**src/rtl/coefseg_pkg.sv**
```systemverilog
package coefseg_pkg;

  typedef enum logic {
    SEG_NEAREST = 1'b0,
    SEG_TWOS    = 1'b1
  } seg_mode_e;

  typedef enum logic {
    ST_IDLE   = 1'b0,
    ST_SEARCH = 1'b1
  } seq_state_e;

endpackage

```
**src/rtl/coefseg_scan.sv**
```systemverilog
module coefseg_scan #(
  parameter int COEF_W = 16,
  localparam int EXP_W = $clog2(COEF_W)
) (
  input  logic              clk,
  input  logic              rst,
  input  logic              load,
  input  logic              step,
  input  logic [COEF_W-1:0] coef,
  output logic [COEF_W-1:0] mag,
  output logic [EXP_W-1:0]  idx,
  output logic              hit
);

  logic [COEF_W-1:0] pow;

  // magnitude of the incoming word; the most negative code maps to 2^(W-1)
  always_ff @(posedge clk) begin
    if (rst) begin
      mag <= '0;
      idx <= '0;
    end else if (load) begin
      mag <= coef[COEF_W-1] ? (~coef + COEF_W'(1)) : coef;
      idx <= '0;
    end else if (step) begin
      idx <= idx + EXP_W'(1);
    end
  end

  assign pow = COEF_W'(1) << idx;
  assign hit = (pow >= mag);

endmodule

```
**src/rtl/coefseg_select.sv**
```systemverilog
module coefseg_select
  import coefseg_pkg::*;
#(
  parameter int COEF_W = 16,
  localparam int EXP_W = $clog2(COEF_W),
  localparam int XW    = COEF_W + 2
) (
  input  logic [COEF_W-1:0] coef,
  input  logic [COEF_W-1:0] mag,
  input  logic [EXP_W-1:0]  idx,
  input  seg_mode_e         mode,
  output logic [EXP_W-1:0]  exp_o,
  output logic              neg_o,
  output logic              zero_o,
  output logic [COEF_W-1:0] resid_o
);

  logic [COEF_W-1:0]    pow, half, up_gap, dn_gap;
  logic                 exact, go_up;
  logic [EXP_W-1:0]     idx_dn;
  logic signed [XW-1:0] coef_x, mag_x, pow_x, half_x, mres, res_x;

  assign pow    = COEF_W'(1) << idx;
  assign half   = pow >> 1;
  assign exact  = (pow == mag);
  assign up_gap = pow - mag;
  assign dn_gap = mag - half;
  assign go_up  = exact || (up_gap < dn_gap);
  assign idx_dn = idx - EXP_W'(1);

  assign coef_x = {{2{coef[COEF_W-1]}}, coef};
  assign mag_x  = {2'b00, mag};
  assign pow_x  = {2'b00, pow};
  assign half_x = {2'b00, half};
  assign mres   = mag_x - (go_up ? pow_x : half_x);

  always_comb begin
    exp_o  = '0;
    neg_o  = 1'b0;
    zero_o = 1'b0;
    res_x  = '0;
    if (mag == '0) begin
      zero_o = 1'b1;
    end else if (mode == SEG_NEAREST) begin
      exp_o = go_up ? idx : idx_dn;
      neg_o = coef[COEF_W-1];
      res_x = coef[COEF_W-1] ? -mres : mres;
    end else if (exact) begin
      exp_o = idx;
      neg_o = coef[COEF_W-1];
    end else if (!coef[COEF_W-1]) begin
      exp_o = idx_dn;
      res_x = coef_x - half_x;
    end else begin
      exp_o = idx;
      neg_o = 1'b1;
      res_x = coef_x + pow_x;
    end
  end

  assign resid_o = res_x[COEF_W-1:0];

endmodule

```
**src/rtl/coefseg_sequencer.sv**
```systemverilog
module coefseg_sequencer
  import coefseg_pkg::*;
#(
  parameter int NUM_COEF = 8,
  localparam int K_W = (NUM_COEF > 1) ? $clog2(NUM_COEF) : 1
) (
  input  logic clk,
  input  logic rst,
  input  logic coef_valid,
  input  logic hit,
  output logic ready,
  output logic load,
  output logic step,
  output logic emit,
  output logic run_done
);

  seq_state_e     state;
  logic [K_W-1:0] k_cnt;
  logic           last_k, last_pend;

  assign ready  = (state == ST_IDLE);
  assign load   = ready && coef_valid;
  assign step   = (state == ST_SEARCH) && !hit;
  assign emit   = (state == ST_SEARCH) && hit;
  assign last_k = (k_cnt == K_W'(NUM_COEF - 1));

  always_ff @(posedge clk) begin
    if (rst) begin
      state     <= ST_IDLE;
      k_cnt     <= '0;
      last_pend <= 1'b0;
      run_done  <= 1'b0;
    end else begin
      run_done  <= last_pend;
      last_pend <= emit && last_k;
      if (load) begin
        state <= ST_SEARCH;
      end else if (emit) begin
        state <= ST_IDLE;
        k_cnt <= last_k ? '0 : k_cnt + K_W'(1);
      end
    end
  end

endmodule

```
**src/rtl/coef_segmenter.sv**
```systemverilog
module coef_segmenter
  import coefseg_pkg::*;
#(
  parameter int COEF_W   = 16,
  parameter int NUM_COEF = 8
) (
  input  logic                       clk,
  input  logic                       rst,
  input  logic                       coef_valid,
  input  logic [COEF_W-1:0]          coef_in,
  input  logic                       seg_mode,
  output logic                       coef_ready,
  output logic                       seg_valid,
  output logic [$clog2(COEF_W)-1:0]  seg_exp,
  output logic                       seg_neg,
  output logic                       seg_zero,
  output logic [COEF_W-1:0]          seg_resid,
  output logic                       run_done
);

  localparam int EXP_W = $clog2(COEF_W);

  logic              load, step, emit, hit;
  logic [COEF_W-1:0] coef_q, mag;
  logic [EXP_W-1:0]  idx;
  seg_mode_e         mode_q;
  logic [EXP_W-1:0]  sel_exp;
  logic              sel_neg, sel_zero;
  logic [COEF_W-1:0] sel_resid;

  coefseg_sequencer #(.NUM_COEF(NUM_COEF)) u_seq (
    .clk        (clk),
    .rst        (rst),
    .coef_valid (coef_valid),
    .hit        (hit),
    .ready      (coef_ready),
    .load       (load),
    .step       (step),
    .emit       (emit),
    .run_done   (run_done)
  );

  coefseg_scan #(.COEF_W(COEF_W)) u_scan (
    .clk  (clk),
    .rst  (rst),
    .load (load),
    .step (step),
    .coef (coef_in),
    .mag  (mag),
    .idx  (idx),
    .hit  (hit)
  );

  coefseg_select #(.COEF_W(COEF_W)) u_sel (
    .coef    (coef_q),
    .mag     (mag),
    .idx     (idx),
    .mode    (mode_q),
    .exp_o   (sel_exp),
    .neg_o   (sel_neg),
    .zero_o  (sel_zero),
    .resid_o (sel_resid)
  );

  // coefficient and rule are held from the accepting edge until the result
  always_ff @(posedge clk) begin
    if (rst) begin
      coef_q <= '0;
      mode_q <= SEG_NEAREST;
    end else if (load) begin
      coef_q <= coef_in;
      mode_q <= seg_mode_e'(seg_mode);
    end
  end

  always_ff @(posedge clk) begin
    if (rst) begin
      seg_valid <= 1'b0;
      seg_exp   <= '0;
      seg_neg   <= 1'b0;
      seg_zero  <= 1'b0;
      seg_resid <= '0;
    end else begin
      seg_valid <= emit;
      if (emit) begin
        seg_exp   <= sel_exp;
        seg_neg   <= sel_neg;
        seg_zero  <= sel_zero;
        seg_resid <= sel_resid;
      end
    end
  end

endmodule

```
**config.mk**
```make
export PLATFORM = sky130hd
export DESIGN_NAME = coef_segmenter
export DESIGN_NICKNAME = d
export VERILOG_FILES = /design/src/rtl/coefseg_pkg.sv /design/src/rtl/coefseg_scan.sv /design/src/rtl/coefseg_select.sv /design/src/rtl/coefseg_sequencer.sv /design/src/rtl/coef_segmenter.sv
export SDC_FILE = /design/constraint.sdc
export NUM_CORES = 1
export LEC_CHECK = 0
export ABC_AREA = 1
export BUFFER_PORTS_ARGS = -buffer_cell sky130_fd_sc_hd__buf_2
export CAP_MARGIN = 20
export CORE_UTILIZATION = 66
export DETAILED_ROUTE_END_ITERATION = 8
export PLACE_DENSITY = 0.91
export SLEW_MARGIN = 20
export SYNTH_ARGS = -nofsm -noshare
export SYNTH_HDL_FRONTEND = slang
export SYNTH_SLANG_ARGS = --single-unit
```
**constraint.sdc**
```tcl
create_clock -name clk -period 18.4 [get_ports clk]
set_clock_uncertainty 0.15 [all_clocks]
set_input_delay 0 -clock clk [delete_from_list [all_inputs] [get_ports clk]]
set_output_delay 0 -clock clk [all_outputs]
set_load 0.02 [all_outputs]
```
==> flow_summary.yaml, run 1 <==
placement:
  dp_hpwl_mm: 16.8
  portBuffers: 44
  place_congestion: 1.04
  place_area_um2: 7560
timing:
  relSlewSlack: 0.228
  min_period_ns: 6.67
  finalSetupTns_ns: 0
  rsz0062_at_grt: "false"
  drv_slew: 0
  setup_violations: 0
  hold_viol_final: 0
  hold-worst-slack_ns: 0.0404
  fmax_mhz: 150
  fin_crit_sh: 0.362
  worstMarginPinSlew_ns: 1.15
yosys:
  synth_top_area_share: 0.179
  ys_warn_count: 0
  synth_area_leaders: "dfxtp_1, ha_1, nand2_1"
  yosys_most_used_dff: "dfxtp_1"
  syn_area_per_cell_um2: 6.26
  syn_inst: 1162
  synth_cell_types: 50
  synth-edff-count: 0
  syn_area_um2: 7280
  yosysTopAreaCell: "dfxtp_1"
  synthArstFlopShare: 0
  synth_seq_cells: 65
  yosysSeqAreaShare: 0.179
  synth_nets: 1274
floorplanning:
  core_area_um2: 10500
  pin_count: 45
  chipWidth_um: 107
  start_util: 0.693
  die_area_um2: 11500
  rows: 37
  die_h_um: 107
worst_setup_path:
  slowest_delay_ns: 0.58
  critPathSlowestCell: "dfxtp_1"
  cp_top_family: "simple AND/OR/NAND/NOR gates"
  rr_endpoint: "seg_resid[13]"
  r2r_cells: 37
  cp_common_cell: "nand2_1"
  crit_arrival_ns: 6.74
  r2r_start: "u_scan.idx[2]"
  critPathCaptureType: "flop"
  r2r_slack_ns: 11.73
  cp_max_fo: 31
  required_ns: 18.47
  startpoint_type: "flop"
  cp_num_buf_inv: 2
  crit_type: "flop to flop"
hold_path:
  hold_depth: 2
  hold_path.class: "input port to flop"
  hp-start: "rst"
  min_delay_worst_endpoint: "u_seq.last_pend"
grt:
  grt.total_usage: 0.409
  grt_max_degree: 41
  grt_pass1_vias: 7782
  overflow: 0
  antenna_found_initial: 1
  grt_pass1_wl_mm: 36.4
finish:
  nets: 1324
  areaGrowthSynthToFinish_pct: 9.92
  layout_common_cells: "nand2_1, inv_1, a21oi_1"
  drive_above_1_share: 0.0904
  design_area_um2: 8000
  final_common_cell: "nand2_1"
drt:
  routedWlPerCell_um: 16.9
  antenna_left: 0
  first_pass_iters: 9
  vias_per_cell: 6.13
  drc: 0
  vias: 8295
  drtIter0Drc: 945
  finalWirelength_mm: 22.9
clocking:
  cts_tree: "yes"
  numCtsBuffers: 9
  post_cts_buffers: 0
  clkSinkCount: 65
  cts_resized: 0
  clk_path_buf_depth: 2
  htree_levels: 3
  path_clk_slew_ns: 0.08
  cts_root_buf: "clkbuf_8"
  insertion_delay_ns: 0.38
power:
  leakage_uw: 0.00423
  p_per_area_nw_per_um2: 109
  ir_drop_v: 0.0000891
outcome:
  status: "complete, no violations"
flow_run:
  max-cap-violations: 0
## report_power, final
| group | leakage (µW) | internal [µW] | switching (µW) |
|---|---|---|---|
| combinational | 0.00360 | 196 | 382 |
| sequential | 0.000530 | 150 | 9.73 |
| clock | 0.0000988 | 64.9 | 69.1 |
| total | 0.00423 | 411 | 461 |
## timing repair
action                                  4_1_cts  5_1_grt
hold buffers                                 20        0
hold endpoints to repair                     32        0
endpoints found under the setup margin        0        0
## metrics by stage
| step | instances | util | worst slack (ns) | total power [µW] |
|---|---|---|---|---|
| CTS | 1352 | 0.759 | 11.88 | 854 |
| detailed placement | 1316 | 0.720 | 11.91 | 716 |
| finish | 1354 | 0.761 | 11.73 | 872 |
| global placement | 1316 | 0.720 | 12.03 | 704 |
| global route | 1354 | 0.761 | 11.09 | 948 |
| floorplan | 1162 | - | 12.56 | 594 |
## synth_stat cells (5+ instances only)
cell / n
a21oi_1: 116
o211ai_1: 6
ha_1: 88
or2_2: 6
nor2_2: 5
nand4_1: 20
nor3_1: 13
nand2_2: 6
clkbuf_1: 18
nor2_1: 80
xor2_1: 24
nand3_1: 92
o22ai_1: 8
a31oi_1: 13
inv_2: 9
buf_2: 6
dfxtp_1: 65
o21ai_0: 84
inv_1: 149
nand3_2: 9
nand2_1: 275
xnor2_1: 15
## state kept, by name (all words and copies together) (netlist names), 3 cells and up
| name | cells |
|---|---|
| coef_q | 16 |
| seg_exp | 4 |
| seg_resid | 16 |
| u_scan.idx | 4 |
| u_scan.mag | 15 |
| u_seq.k_cnt | 3 |
## metal layers
layer  track usage  wire length (µm)  up-vias
li1              -                 -     3995
met1         0.490              8800     3663
met2         0.681             10300      515
met3        0.0827              2500      122
met4         0.233              1290        0
met5             0                 0        -
## final cells by class
| cell class | instances | area (µm²) |
|---|---|---|
| clock buffer | 9 | 124 |
| fill | 792 | 2510 |
| clock inverter | 7 | 82.6 |
| sequential | 65 | 1300 |
| inverter | 161 | 607 |
| tap | 136 | 170 |
| multi-input combinational | 908 | 5250 |
| timing repair buffer | 67 | 463 |
| antenna | 1 | 2.50 |
## worst max path at each step
stage	startpoint	endpoint	slack [ns]	depth (start not counted)
global placement	u_scan.idx[2]	seg_resid[14]	12.03	42
CTS	u_scan.idx[2]	seg_resid[15]	11.88	39
global route	u_scan.idx[2]	seg_resid[14]	11.09	40
detailed placement	u_scan.idx[2]	seg_resid[15]	11.91	39
finish	u_scan.idx[2]	seg_resid[13]	11.73	37
floorplan	u_scan.idx[1]	seg_resid[14]	12.56	47
## cell families after synthesis
kind of cell / count (synthesis) / synth area share
adders and majority gates: 92 / 0.162
and+or+nand+nor: 520 / 0.316
AOI/OAI and AO/OA: 256 / 0.194
buffers and inverters: 189 / 0.0999
xor gates and xnor gates: 40 / 0.0492
DFF: 65 / 0.179
(Power assumes the default switching activity.)
==> inputs of run 2 (changes only) <==
Settings changed: CORE_UTILIZATION 66 to 63, PLACE_DENSITY 0.91 to 0.87.
Clock period 18.4 ns to 6.5 ns, I/O delays scaled along.
==> flow_summary.yaml, run 2 (synthesis gave the netlist of run 1 again) <==
outcome:
  status: "complete, no violations"
placement:
  pre_cts_ws_ns: 0.191
  place_congestion: 1.02
  placed_cells: 1326
  dp_hpwl_mm: 16.9
  portBuffers: 44
grt:
  antenna_found_initial: 0
  grt.total_usage: 0.386
  grt_max_degree: 41
  grt_pass1_wl_mm: 35.6
  overflow: 0
  grt_pass1_vias: 7474
hold_path:
  hold_path.class: "input port to flop"
power:
  ir_drop_v: 0.000316
  p_per_area_nw_per_um2: 329
  leakage_uw: 0.00435
  total_power_uw: 2730
timing:
  fin_ws_ns: 0.442
  setup_violations: 0
  fmax_mhz: 165
  finalSetupTns_ns: 0
  min_period_ns: 6.06
  drv_slew: 0
  hold_viol_final: 0
  worstMarginPinSlew_ns: 1.04
  relSlewSlack: 0.303
  fin_crit_sh: 0.932
floorplanning:
  start_util: 0.660
  pin_count: 45
  core_area_um2: 11000
  rows: 38
  die_area_um2: 12000
  chipWidth_um: 109
  die_h_um: 109
worst_setup_path:
  cp_max_fo: 17
  crit_arrival_ns: 6.09
  crit_type: "flop to flop"
  cp_common_cell: "nand2_1"
  required_ns: 6.54
  startpoint_type: "flop"
  slowest_delay_ns: 0.42
  critPathSlowestCell: "dfxtp_1"
  critPathCaptureType: "flop"
finish:
  nets: 1338
  final_common_cell: "nand2_1"
  layout_common_cells: "nand2_1, inv_1, a21oi_1"
  areaGrowthSynthToFinish_pct: 14.1
  stdcell_count: 1371
  reg.largest.list: "coef_q x16, seg_resid x16, u_scan.mag x15"
  drive_above_1_share: 0.120
  diodes: 0
clocking:
  clkSinkCount: 65
  path_clk_slew_ns: 0.06
  cts_tree: "yes"
  insertion_delay_ns: 0.34
  htree_levels: 3
  clk_path_buf_depth: 2
  cts_root_buf: "clkbuf_16"
  numCtsBuffers: 9
drt:
  drc: 0
  drtIter0Drc: 976
  vias_per_cell: 6.04
  vias: 8287
  finalWirelength_mm: 22.9
  first_pass_iters: 7
  antenna_left: 0
  routedWlPerCell_um: 16.7
flow_run:
  max-cap-violations: 0
==> run 2: critical path, delay by kind of cell, from the launching register on <==
kind                     cells  cell delay (ns)
AO/OA/AOI/OAI                7             1.06
buffers and inverters        5             0.62
flip-flops                   1             0.42
adder cells (fa/ha/maj)      4             1.30
AND/OR/NAND/NOR             21             2.23
XOR/XNOR                     1             0.14
==> run 2: per-stage QoR <==
stage,hold slack [ns],util,cell area [µm²]
finish,0.0708,0.753,8310
global placement,0.0836,0.690,7610
global route,0.103,0.753,8310
detailed placement,0.0819,0.690,7610
floorplan,-0.0373,-,7280
CTS,0.0570,0.739,8150
==> run 2: metal layers <==
metal / vias up / GRT usage / wire length, µm
met3: 103 / 0.0717 / 2300
met5: - / 0 / 0
met1: 3656 / 0.482 / 9210
met4: 0 / 0.177 / 1020
li1: 4018 / - / -
met2: 510 / 0.644 / 10400
==> run 2: final timing paths <==
path | slack (ns) | cells past startpoint | endpoint | startpoint
setup / recovery | 0.44 | 38 | seg_resid[14] | u_scan.idx[1]
hold / removal | 0.07 | 2 | u_seq.last_pend | rst
setup reg to reg | 0.44 | 38 | seg_resid[14] | u_scan.idx[1]
hold reg to reg | 0.28 | 2 | u_seq.run_done | u_seq.last_pend
==> run 2: what timing repair did <==
item / 4_1_cts / 5_1_grt
gates resized for setup: 0 / 35
hold buffers: 20 / 0
setup endpoints to repair: 0 / 12
buffers inserted: 0 / 7
hold endpoints to repair: 31 / 0
==> run 2: power by group <==
| part | internal [µW] | switching [µW] |
|---|---|---|
| Combinational | 603 | 1120 |
| Clock | 352 | 203 |
| Sequential | 424 | 30.5 |
| Total | 1380 | 1350 |
==> run 2: layout make-up <==
class	count	area [µm²]
Tap cell	140	175
Inverter	161	609
Timing Repair Buffer	80	548
Sequential cell	65	1300
Fill cell	853	2720
Clock inverter	6	97.6
Multi-Input combinational cell	909	5340
Clock buffer	10	239
==> inputs of run 3 (changes only) <==
Settings changed: CORE_ASPECT_RATIO set to 0.8.
==> flow_summary.yaml, run 3 (synthesis gave the netlist of run 1 again) <==
outcome:
  status: "complete, no violations"
flow_run:
  max-cap-violations: 0
worst_setup_path:
  cp_max_fo: 7
  crit_arrival_ns: 6.26
  slowest_delay_ns: 0.44
  cp_common_cell: "nand2_1"
  critPathSlowestCell: "fa_2"
  required_ns: 6.62
  startpoint_type: "flop"
  critPathCaptureType: "flop"
  crit_type: "flop to flop"
hold_path:
  hold_path.class: "input port to flop"
floorplanning:
  chipWidth_um: 122
  die_h_um: 98.1
  start_util: 0.658
  pin_count: 45
  core_area_um2: 11100
  rows: 34
  die_area_um2: 12000
drt:
  routedWlPerCell_um: 17.1
  first_pass_iters: 6
  finalWirelength_mm: 23.8
  antenna_left: 0
  vias_per_cell: 6.10
  drc: 0
  vias: 8460
  drtIter0Drc: 1047
placement:
  dp_hpwl_mm: 17.4
  portBuffers: 44
  place_congestion: 1.02
  place_area_um2: 7640
  placed_cells: 1333
finish:
  design_area_um2: 8470
  final_util: 0.765
  nets: 1350
  stdcell_count: 1387
  diodes: 0
  fillers: 837
  reg.largest.list: "coef_q x16, seg_resid x16, u_scan.mag x15"
  drive_above_1_share: 0.138
  final_common_cell: "nand2_1"
  areaGrowthSynthToFinish_pct: 16.3
  layout_common_cells: "nand2_1, inv_1, a21oi_1"
clocking:
  clkSinkCount: 65
  insertion_delay_ns: 0.34
  clk_path_buf_depth: 2
  cts_tree: "yes"
  cts_root_buf: "clkbuf_16"
  numCtsBuffers: 9
  path_clk_slew_ns: 0.06
  htree_levels: 3
timing:
  worstMarginPinSlew_ns: 0.936
  hold-worst-slack_ns: 0.0512
  fmax_mhz: 163
  setup_violations: 0
  drv_slew: 0
  relSlewSlack: 0.370
  finalSetupTns_ns: 0
  hold_viol_final: 0
  min_period_ns: 6.14
  fin_crit_sh: 0.945
grt:
  grt_pass1_wl_mm: 37.6
  overflow: 0
  antenna_found_initial: 0
  grt_max_degree: 41
  grt_pass1_vias: 7658
  grt.total_usage: 0.399
power:
  leakage_uw: 0.00440
  ir_drop_v: 0.000202
  p_per_area_nw_per_um2: 327
run 3: path summary, 6_finish.rpt:
kind                                 startpoint  slack [ns]  depth (start not counted)             end
worst max register to register    u_scan.idx[0]        0.36                         41   seg_resid[15]
worst min register to register  u_seq.last_pend        0.25                          2  u_seq.run_done
worst min-delay path                        rst        0.05                          2  u_seq.run_done
worst max-delay path              u_scan.idx[0]        0.36                         41   seg_resid[15]
run 3: cell type report:
type	count	area, µm²	area share
Multi-Input combinational cell	909	5410	0.639
Sequential cell	65	1310	0.154
Timing Repair Buffer	92	656	0.0774
Inverter	161	609	0.0720
Clock buffer	9	225	0.0266
Tap cell	144	180	0.0213
Clock inverter	7	77.6	0.00916
run 3: what timing repair did:
action | in CTS | in global routing
resized for setup | 2 | 58
hold endpoints to repair | 31 | 0
gates cloned | 0 | 1
pin swaps | 1 | 15
buffers inserted | 1 | 9
hold buffers | 27 | 0
setup endpoints to repair | 2 | 15
run 3: worst max-delay path: cells and delay by family, from the launching register on:
family	cells	cell delay, ns
XOR/XNOR	1	0.14
adder cells (fa/ha/maj)	6	1.78
flip-flops	1	0.37
AO/OA/AOI/OAI	6	0.81
buffers and inverters	5	0.48
AND/OR/NAND/NOR	23	2.35
run 3: layer usage:
metal  vias to the layer above  GRT usage  wire length [µm]
met2                       536      0.619             10100
met4                         0      0.145               810
li1                       4046          -                 -
met1                      3798      0.537              9970
met3                        80     0.0935              2840
met5                         -          0                 0
run 3: per-stage QoR:
stage          power [µW]  setup WS, ns
6_report             2770         0.358
5_1_grt              2980       -0.0505
4_1_cts              2570        0.0355
3_5_place_dp         2040       -0.0141
3_3_place_gp         2020         0.195
2_1_floorplan        1680         0.657
run 3: power breakdown:
part           internal, µW  leakage [µW]  switching (µW)
sequential              424      0.000532            31.6
combinational           621       0.00371            1190
clock                   302      0.000152             206
total                  1350       0.00440            1420
